### src/rtl/lane_mem_rst_sync.sv
module lane_mem_rst_sync (
  input  logic clk,
  input  logic rst_n,
  output logic rst_n_sync
);
  logic stage_q;
  logic stage_d;

  always_comb stage_d = 1'b1;

  always_ff @(posedge clk or negedge rst_n) begin
    if (!rst_n) begin
      stage_q    <= 1'b0;
      rst_n_sync <= 1'b0;
    end else begin
      stage_q    <= stage_d;
      rst_n_sync <= stage_q;
    end
  end
endmodule

### src/rtl/lane_mem_decode.sv
module lane_mem_decode #(
  parameter int WORD_BYTES = 8,
  localparam int OFF_W  = $clog2(WORD_BYTES),
  localparam int DATA_W = WORD_BYTES * 8,
  localparam int SH_W   = OFF_W + 3
) (
  input  logic [OFF_W-1:0]  offset,
  input  logic [1:0]        size,
  output logic              aligned,
  output logic [SH_W-1:0]   lane_shift,
  output logic [DATA_W-1:0] low_mask,
  output logic [DATA_W-1:0] lane_mask
);
  logic [OFF_W:0]   size_bytes;
  logic [OFF_W:0]   gap_bytes;
  logic [OFF_W+3:0] lane_bits;
  logic [OFF_W+3:0] drop_bits;

  always_comb begin
    size_bytes = (OFF_W + 1)'(1) << size;
    aligned    = (offset & size_bytes[OFF_W-1:0] - OFF_W'(1)) == '0;
    if (size_bytes == (OFF_W + 1)'(WORD_BYTES))
      aligned  = (offset == '0);
    gap_bytes  = (OFF_W + 1)'(WORD_BYTES) - size_bytes - {1'b0, offset};
    lane_shift = aligned ? {gap_bytes[OFF_W-1:0], 3'b000} : '0;
    lane_bits  = {size_bytes, 3'b000};
    drop_bits  = (OFF_W + 4)'(DATA_W) - lane_bits;
    low_mask   = {DATA_W{1'b1}} >> drop_bits;
    lane_mask  = low_mask << lane_shift;
  end
endmodule

### src/rtl/lane_mem_store.sv
module lane_mem_store #(
  parameter int WORD_BYTES = 8,
  parameter int DEPTH      = 16,
  localparam int DATA_W = WORD_BYTES * 8,
  localparam int IDX_W  = $clog2(DEPTH)
) (
  input  logic              clk,
  input  logic              rst_n,
  input  logic              wr_en,
  input  logic [IDX_W-1:0]  idx,
  input  logic [DATA_W-1:0] wr_word,
  output logic [DATA_W-1:0] rd_word
);
  logic [DATA_W-1:0] mem_q [DEPTH];
  logic [DEPTH-1:0]  vld_q;
  logic [DEPTH-1:0]  vld_d;

  always_comb begin
    vld_d = vld_q;
    if (wr_en) vld_d[idx] = 1'b1;
    rd_word = vld_q[idx] ? mem_q[idx] : '0;
  end

  always_ff @(posedge clk or negedge rst_n) begin
    if (!rst_n) vld_q <= '0;
    else        vld_q <= vld_d;
  end

  always_ff @(posedge clk) begin
    if (wr_en) mem_q[idx] <= wr_word;
  end

  p_written_valid_r7: assert property (@(posedge clk) disable iff (!rst_n)
    wr_en |=> vld_q[$past(idx)]);
endmodule

### src/rtl/lane_mem.sv
module lane_mem #(
  parameter int WORD_BYTES = 8,
  parameter int DEPTH      = 16,
  localparam int OFF_W  = $clog2(WORD_BYTES),
  localparam int IDX_W  = $clog2(DEPTH),
  localparam int ADDR_W = IDX_W + OFF_W,
  localparam int DATA_W = WORD_BYTES * 8,
  localparam int SH_W   = OFF_W + 3
) (
  input  logic              clk,
  input  logic              rst_n,
  input  logic              req_valid,
  input  logic              req_we,
  input  logic [ADDR_W-1:0] req_addr,
  input  logic [1:0]        req_size,
  input  logic [DATA_W-1:0] req_wdata,
  output logic [DATA_W-1:0] rd_data,
  output logic              rd_err
);
  logic              rst_n_s;
  logic [IDX_W-1:0]  word_idx;
  logic [OFF_W-1:0]  byte_off;
  logic              aligned;
  logic [SH_W-1:0]   lane_shift;
  logic [DATA_W-1:0] low_mask;
  logic [DATA_W-1:0] lane_mask;
  logic [DATA_W-1:0] cur_word;
  logic [DATA_W-1:0] new_word;
  logic              wr_en;
  logic [DATA_W-1:0] rd_data_d;
  logic              rd_err_d;

  lane_mem_rst_sync u_rst (.clk(clk), .rst_n(rst_n), .rst_n_sync(rst_n_s));

  always_comb begin
    word_idx = req_addr[ADDR_W-1:OFF_W];
    byte_off = req_addr[OFF_W-1:0];
  end

  lane_mem_decode #(.WORD_BYTES(WORD_BYTES)) u_dec (
    .offset(byte_off), .size(req_size), .aligned(aligned),
    .lane_shift(lane_shift), .low_mask(low_mask), .lane_mask(lane_mask)
  );

  lane_mem_store #(.WORD_BYTES(WORD_BYTES), .DEPTH(DEPTH)) u_store (
    .clk(clk), .rst_n(rst_n_s), .wr_en(wr_en), .idx(word_idx),
    .wr_word(new_word), .rd_word(cur_word)
  );

  always_comb begin
    wr_en     = req_valid & req_we & aligned;
    new_word  = (cur_word & ~lane_mask) | ((req_wdata & low_mask) << lane_shift);
    rd_data_d = (req_valid & ~req_we & aligned) ? (cur_word & lane_mask) : '0;
    rd_err_d  = req_valid & ~aligned;
  end

  always_ff @(posedge clk or negedge rst_n_s) begin
    if (!rst_n_s) begin
      rd_data <= '0;
      rd_err  <= 1'b0;
    end else begin
      rd_data <= rd_data_d;
      rd_err  <= rd_err_d;
    end
  end

  p_err_zero_data_r2: assert property (@(posedge clk) disable iff (!rst_n_s)
    rd_err |-> rd_data == '0);
  p_misalign_flag_r2: assert property (@(posedge clk) disable iff (!rst_n_s)
    (req_valid && !aligned) |=> rd_err);
  p_quiet_idle_r8: assert property (@(posedge clk) disable iff (!rst_n_s)
    !req_valid |=> (rd_data == '0 && !rd_err));
  p_load_in_lane_r4: assert property (@(posedge clk) disable iff (!rst_n_s)
    (req_valid && !req_we && aligned) |=> (rd_data & ~$past(lane_mask)) == '0);
  p_store_no_data_r8: assert property (@(posedge clk) disable iff (!rst_n_s)
    (req_valid && req_we) |=> rd_data == '0);
endmodule

### config.mk
export PLATFORM = sky130hd
export DESIGN_NAME = lane_mem
export DESIGN_NICKNAME = d
export VERILOG_FILES = /design/src/rtl/lane_mem_rst_sync.sv /design/src/rtl/lane_mem_decode.sv /design/src/rtl/lane_mem_store.sv /design/src/rtl/lane_mem.sv
export SDC_FILE = /design/constraint.sdc
export NUM_CORES = 1
export LEC_CHECK = 0
export CORE_AREA = 10 10 323 325
export DETAILED_ROUTE_END_ITERATION = 8
export DIE_AREA = 0 0 333 335
export PLACE_DENSITY = 0.69
export SKIP_CTS_REPAIR_TIMING = 1
export SLEW_MARGIN = 40
export SYNTH_ARGS = -nofsm -noshare
export SYNTH_HDL_FRONTEND = slang
export SYNTH_SLANG_ARGS = --single-unit
### constraint.sdc
create_clock -name clk -period 3 [get_ports clk]
set_input_delay 0.3 -clock clk [delete_from_list [all_inputs] [get_ports clk]]
set_output_delay 0.3 -clock clk [all_outputs]
set_load 0.005 [all_outputs]
Yosys cells after proc, flatten, opt, wreduce, memory -nomap -nowiden
Memories as Yosys holds them, arrays and structs flattened.
Index checks and enable logic that the tools add are counted.
Word-level totals
  register bits: 83
  memory bits (writable): 1024
  bits of input ports: 77
  memories kept: 1
Memory list
  u_store.mem_q: depth 16, width 64, rd ports 1, clocked after memory_dff 0, wr ports 1, RTL line lane_mem_store.sv:14  | logic [DATA_W-1:0] mem_q [DEPTH];
Operators by class
  $add $sub $neg: 4
  $lt $le $gt $ge: 2
  equality and inequality tests: 1
  shift-type cells: 4
  muxes and demuxes: 10
  bitwise logic cells: 14
  reduce and logical (&&, ||, !) cells: 3
Operators by type and width (number)
  $and A64 B64 Y64: 3
  $mux W64: 2
  $shl A64 B6 Y64: 2
  $not A64 Y64: 1
  $or A64 B64 Y64: 1
  $shr A64 B7 Y64 const A: 1
  $or A16 B16 Y16: 1
  $sub A7 B7 Y7 const A: 1
  $logic_not A3 Y1: 2
  $mux W6: 1
  $and A1 B1 Y1: 5
  $lt A4 B5 Y1 const B: 1
  $mux W1: 5
  $bmux W1 S4: 1
  $demux W1 S4: 1
  $eq A4 B4 Y1 const B: 1
  $ge A4 B1 Y1 const B: 1
  $shl A1 B2 Y4 const A: 1
  $and A3 B3 Y3: 1
  $sub A1 B3 Y3 const A: 1
  $sub A3 B1 Y3 const B: 1
  $sub A3 B3 Y3: 1
  $not A1 Y1: 2
  $logic_and A1 B1 Y1: 1

Depth between registers and ports, before layout
  depth after elaboration: 10
  mapped depth: 13

Modules after synthesis
A second synthesis with hierarchy kept.
Unflattened totals
  cells, all modules: 2756
  area, all modules: 48318.8 um^2
By module, submodules not included
  lane_mem_store: instances 1, cells an instance 1632, area each 39083.7 um^2, sequential area each 31149.9 um^2
  lane_mem: instances 1, cells an instance 921, area each 7748.7 um^2, sequential area each 1626.6 um^2
  lane_mem_decode: instances 1, cells an instance 200, area each 1432.6 um^2, sequential area each 0.0 um^2
  lane_mem_rst_sync: instances 1, cells an instance 3, area each 53.8 um^2, sequential area each 50.0 um^2

Worst setup path before layout
No wires, ideal clock.
  kind: in2reg
  start point: input port req_size[0]
  end point: memory u_store.mem_q[0][0] (netlist name), enable pin
  data arrival time: 5096 ps
  setup slack: -2584 ps
  cell stages on the path: 8
  buffers on the path: 1
  path through: clkbuf_1 -> nor2_1 -> inv_1 -> ha_1 -> a21oi_1 -> o21ai_1 -> or4_1 -> nor2_1
Between the ends
  word-level cells in the longest chain between the ends: 8
  elaborated cells between the ends (all ways): 9
  those cells by class: add/sub (1); eq/ne (1); shift (1); mux (3); bitwise (2); reduce/logical (1)
Ends and longest elaborated chain
  start: declaration: RTL line lane_mem.sv:15  | input logic [1:0] req_size,
  $shl A1 B2 Y4 (*): RTL line lane_mem_decode.sv:20  | size_bytes = (OFF_W + 1)'(1) << size;
  $sub A3 B1 Y3: RTL line lane_mem_decode.sv:21  | aligned = (offset & size_bytes[OFF_W-1:0] - OFF_W'(1)) == '0;
  $and A3 B3 Y3: RTL line lane_mem_decode.sv:21
  $logic_not A3 Y1: RTL line lane_mem_decode.sv:21
  $mux W1 (*): RTL line lane_mem_decode.sv:22  | if (size_bytes == (OFF_W + 1)'(WORD_BYTES))
  $and A1 B1 Y1 (*): RTL line lane_mem.sv:51  | wr_en = req_valid & req_we & aligned;
  $mux W1 (*): RTL line lane_mem_store.sv:30  | if (wr_en) mem_q[idx] <= wr_word;
  $mux W1 (not written as such) (*): RTL line lane_mem_store.sv:30
  end: declaration: RTL line lane_mem_store.sv:14
Mark *: on every way between the ends. The rest lies on a longest branch, timed or not.

Final worst setup path
  start point: input port req_size[1]
  end point: memory u_store.mem_q[4][54] (netlist name) (data pin)
Between the ends
  word-level cells in the longest chain between the ends: 10
  elaborated cells between the ends (all ways): 17
  those cells by class: add/sub (4); eq/ne (1); shift (4); mux (2); bitwise (5); reduce/logical (1)
Ends and longest elaborated chain
  $shl A1 B2 Y4 (*): RTL line lane_mem_decode.sv:20
  parallel branches: the longest is 8 deep, another holds $sub A7 B7 Y7
  $or A64 B64 Y64 (*): RTL line lane_mem.sv:52  | new_word = (cur_word & ~lane_mask) | ((req_wdata & low_mask) << lane_shift);
  net new_word[54]: RTL line lane_mem.sv:28  | logic [DATA_W-1:0] new_word;
Mark *: on every way through the listed nets, which the timed path passes.

==> summary by stage <==
Status
The run finished with clean final reports.

Logic synthesis
The instance count of the mapped netlist is approximately 2100. After synthesis the cells add up to approximately 44000 sq um. The share of synthesized registers carrying an async set or reset is 7.50%.

The synthesized net count is ~2200. The most used flip-flop cell after synthesis is edfxtp_1. The number of distinct library cell variants in the gate-level netlist after synthesis is 52. The Yosys warning count is 0. Each instance of the synthesized netlist takes up on average between 20 and 25 sq um. In this run, synthesis inferred approximately 1000 flip-flops with an integrated enable. Synthesis inferred 1107 register bits. The sequential area share after synthesis is between 70% and 80%.

Final layout
The area growth from synthesis to layout is 24.1%. The fraction of final layout cells sized beyond drive strength 1 is about a third. The net count reported at finish is around 2700. Leaving out fill and tap cells, the most frequent cell in the layout is edfxtp_1. The number of fillers in the final layout is 7225. Leaving out fill and tap cells, the most frequent cells in the layout are 1024 x edfxtp_1, 317 x mux4_2, 269 x buf_4, 137 x clkdlybuf4s50_1, 129 x nand2_1.

The number of standard cells in the layout, taps in and fillers out is 3993.

Detailed routing
The average wire length per cell after detail routing is between 30 and 40 microns. After the first detailed-routing iteration, the DRC count stood at about 2800. For this run, design rule violations remaining after detail routing come to 0. Wires add up to around 120000 microns. The count of TritonRoute iterations in the first routing pass is 5. In the routed layout, each cell is associated on average with a via count of 5.96.

Detailed routing inserted a total of around 24000 vias. The post-detailed-route count of antenna-violating nets is 0.

Power and ir drop
The share of power burned in combinational logic is about a tenth. The clock share of power is 39.1%. The switching power share of the total is between 20 and 25%. For this design the ratio of total power to cell area is approximately 630 nW/um^2. The worst-case vdd ir drop is approximately 0.00055 V. The internal power is around 26 mW.

In this run, flip-flops and latches consume 51.2% of the power. The leakage power figure is 19.1 nW. Summed over all nets, the switching power comes to ~7.5 mW. The overall power after layout is around 34 mW.

Placed design
The post-detailed-placement half-perimeter wirelength is between 70000 and 80000 microns. The pre-CTS worst setup slack is -0.647 ns. The number of placed instances, taps included, is about 3800.

The weighted congestion reported at the end of routability-driven placement is just over 0.9. The number of input and output port buffers inserted is 141.

GRT
The total overflow left after global routing is 0. The initial antenna violation count is 2. The number of global-route vias before repair is 24500.

The first global-routing pass estimated 175000 microns of wire. The maximum number of pins on one net before global-route repair is 51. In the global route stage, overall resource usage came out at between 20% and 30%.

Setup path
Of all nets on the critical path, the largest fanout is 16. The nature of the critical path startpoint is an input pin. The category of the worst setup path capture point is a flip-flop. Walking the worst path, the cells encountered are clkdlybuf4s50_1 > buf_4 > nor2_4 > inv_2 > ha_1 > inv_1 > o21ai_0 > o21ai_0 > buf_4 > a22o_1 > a21oi_1 > buf_4 > o221ai_1 > buf_4. The data required time at the worst endpoint is roughly 3.4 ns. The critical path's slowest cell is a21oi_1. The kind of critical path is in2reg. The most numerous cell type found on the critical path is buf_4. The data arrival time of the worst path is ~3.3 ns.

The highest cell delay on the worst timing path is approximately 0.6 ns.

CTS
Clock-pin slew was measured on the worst setup and hold paths at 0.06 ns. The latest clock arrival within the worst-skew pair is just under 0.7 ns. Counting every sink on the clock net gives around 1100. Clock tree synthesis inserted a total of around 110 buffers. The maximum number of buffers from clock root to sink is 3.

TritonCTS built the clock tree. The cell sitting at the root of the clock tree is a clkbuf_16. In this run the number of H-tree levels came out at 3.

STA
Setup violations remaining at the end of the flow were counted as 0. In the final timing run, aggregate negative setup slack is 0 ns. The setup slack of the critical path after layout is around 0.067 ns. In this run the tightest slew margin relative to its limit is 51.1%. Derived from the worst setup path, the maximum achievable clock frequency is 0.341 GHz. The ratio of final minimum period to clock period is 97.8%. Setup repair after global routing left no endpoint under its margin. The hold violation total from the final report is 0.

The final critical delay including setup and external delays is roughly 3 ns. Between clock sinks in the finished design, the worst skew comes to 0.0345 ns. The max-slew violation total from the final report is 0. The slew at the pin with the worst max-slew slack is ~0.73 ns.

Floorplan
Once the floorplan was initialized, standard cells occupied 44.6% of the core. The core area is just under 100000 sq um. The die is around 340 microns tall. The floorplan step defined a die boundary enclosing roughly 110000 sq um. Row generation in the floorplan step produced ~120 rows.

The die width is around 330 microns. The number of top-level pins is between 100 and 150.

Flow run
Max-cap violations in this run came to 0.

Worst hold path
The worst min-delay path category is in2reg.
==> state kept, by name (all words and copies together), names as in the netlist <==
signal,cells
rd_data,64
rd_err,1
u_rst.rst_n_sync,1
u_rst.stage_q,1
u_store.mem_q,1024
u_store.vld_q,16
==> cell families after synthesis <==
| logic type | Yosys count | share of synthesized area, % |
|---|---|---|
| xor gates and xnor gates | 3 | 0.146 |
| adders and majority gates | 4 | 0.115 |
| and+or+nand+nor | 323 | 3.25 |
| muxes | 365 | 17.4 |
| other | 1 | 0.00858 |
| DFF | 1107 | 75.1 |
| AOI/OAI and AO/OA | 169 | 2.63 |
| buffers and inverters | 122 | 1.26 |
==> synth_stat cells, types with 11 or more instances <==
cell      number  area [sq um]
or2_2         14          87.6
clkbuf_1      57           214
nand2_1      129           484
dfrtp_1       83          2080
mux2i_1       48           480
buf_1         11          41.3
nand3_1       22           110
o22ai_1       39           244
a21oi_1       23           115
nor2_1        97           364
o21ai_0       25           125
nor2b_1       12          75.1
nor3_1        13          65.1
buf_2         38           190
o21ai_1       14          70.1
mux4_2       317          7140
edfxtp_1    1024         30700
==> metal layers <==
| metal | share of wire, % | vias up | track usage (%) |
|---|---|---|---|
| met2 | 44 | 1386 | 31.8 |
| met1 | 40 | 12500 | 30.1 |
| met5 | 0.016 | - | 0 |
| met3 | 13 | 173 | 8.47 |
| met4 | 2.6 | 2 | 5.86 |
| li1 | - | 9766 | - |
==> worst max-delay path: cells and delay by family <==
family / cells / cell delay [ns]
fa+ha+maj: 1 / 0.31
simple gates: 1 / 0.12
compound gates: 5 / 1.22
buf+inv: 7 / 1.39
==> per-stage QoR <==
stage               cell area, sq um  utilization (%)  hold slack (ns)
floorplan                      43900                -          0.00441
global placement               50700             51.8            0.338
detailed placement             50700             51.8            0.338
CTS                            54200             55.4           -0.232
global route                   54200             55.4            0.266
finish                         54200             55.4            0.287
==> area by class of cell <==
cell class	instances	area, sq um	area share, %
multi-input combinational	865	10500	19.4
timing repair buffer	525	5750	10.6
clock inverter	42	429	0.792
tap	1287	1610	2.97
antenna	1	2.50	0.00462
sequential	1107	32800	60.6
inverter	7	26.3	0.0485
clock buffer	159	3040	5.61
==> path summary, 6_finish.rpt <==
| path | endpoint | cells past startpoint | slack [ns] | start |
|---|---|---|---|---|
| hold reg to reg | u_rst.rst_n_sync | 0 | 0.35 | u_rst.stage_q |
| max in group asynchronous | rd_data[11] | 1 | 1.70 | u_rst.rst_n_sync |
| setup reg to reg | u_store.mem_q[10][35] | 7 | 0.16 | u_store.vld_q[3] |
| hold / removal | rd_data[40] | 5 | 0.29 | req_addr[6] |
| min in group asynchronous | u_rst.rst_n_sync | 2 | 0.34 | rst_n |
| setup / recovery | u_store.mem_q[4][54] | 14 | 0.07 | req_size[1] |
==> power by group through the flow <==
stage                     sequential [mW]  clock, mW  combinational [mW]
final                                17.4       13.2                3.29
after global routing                 17.4       14.1                3.48
after CTS                            17.4       13.4                3.25
after detailed placement             17.7          0                3.23
after global placement               17.7          0                3.14
after floorplan                      17.7          0                1.66
Note: power is estimated with default switching activity, not from simulation.
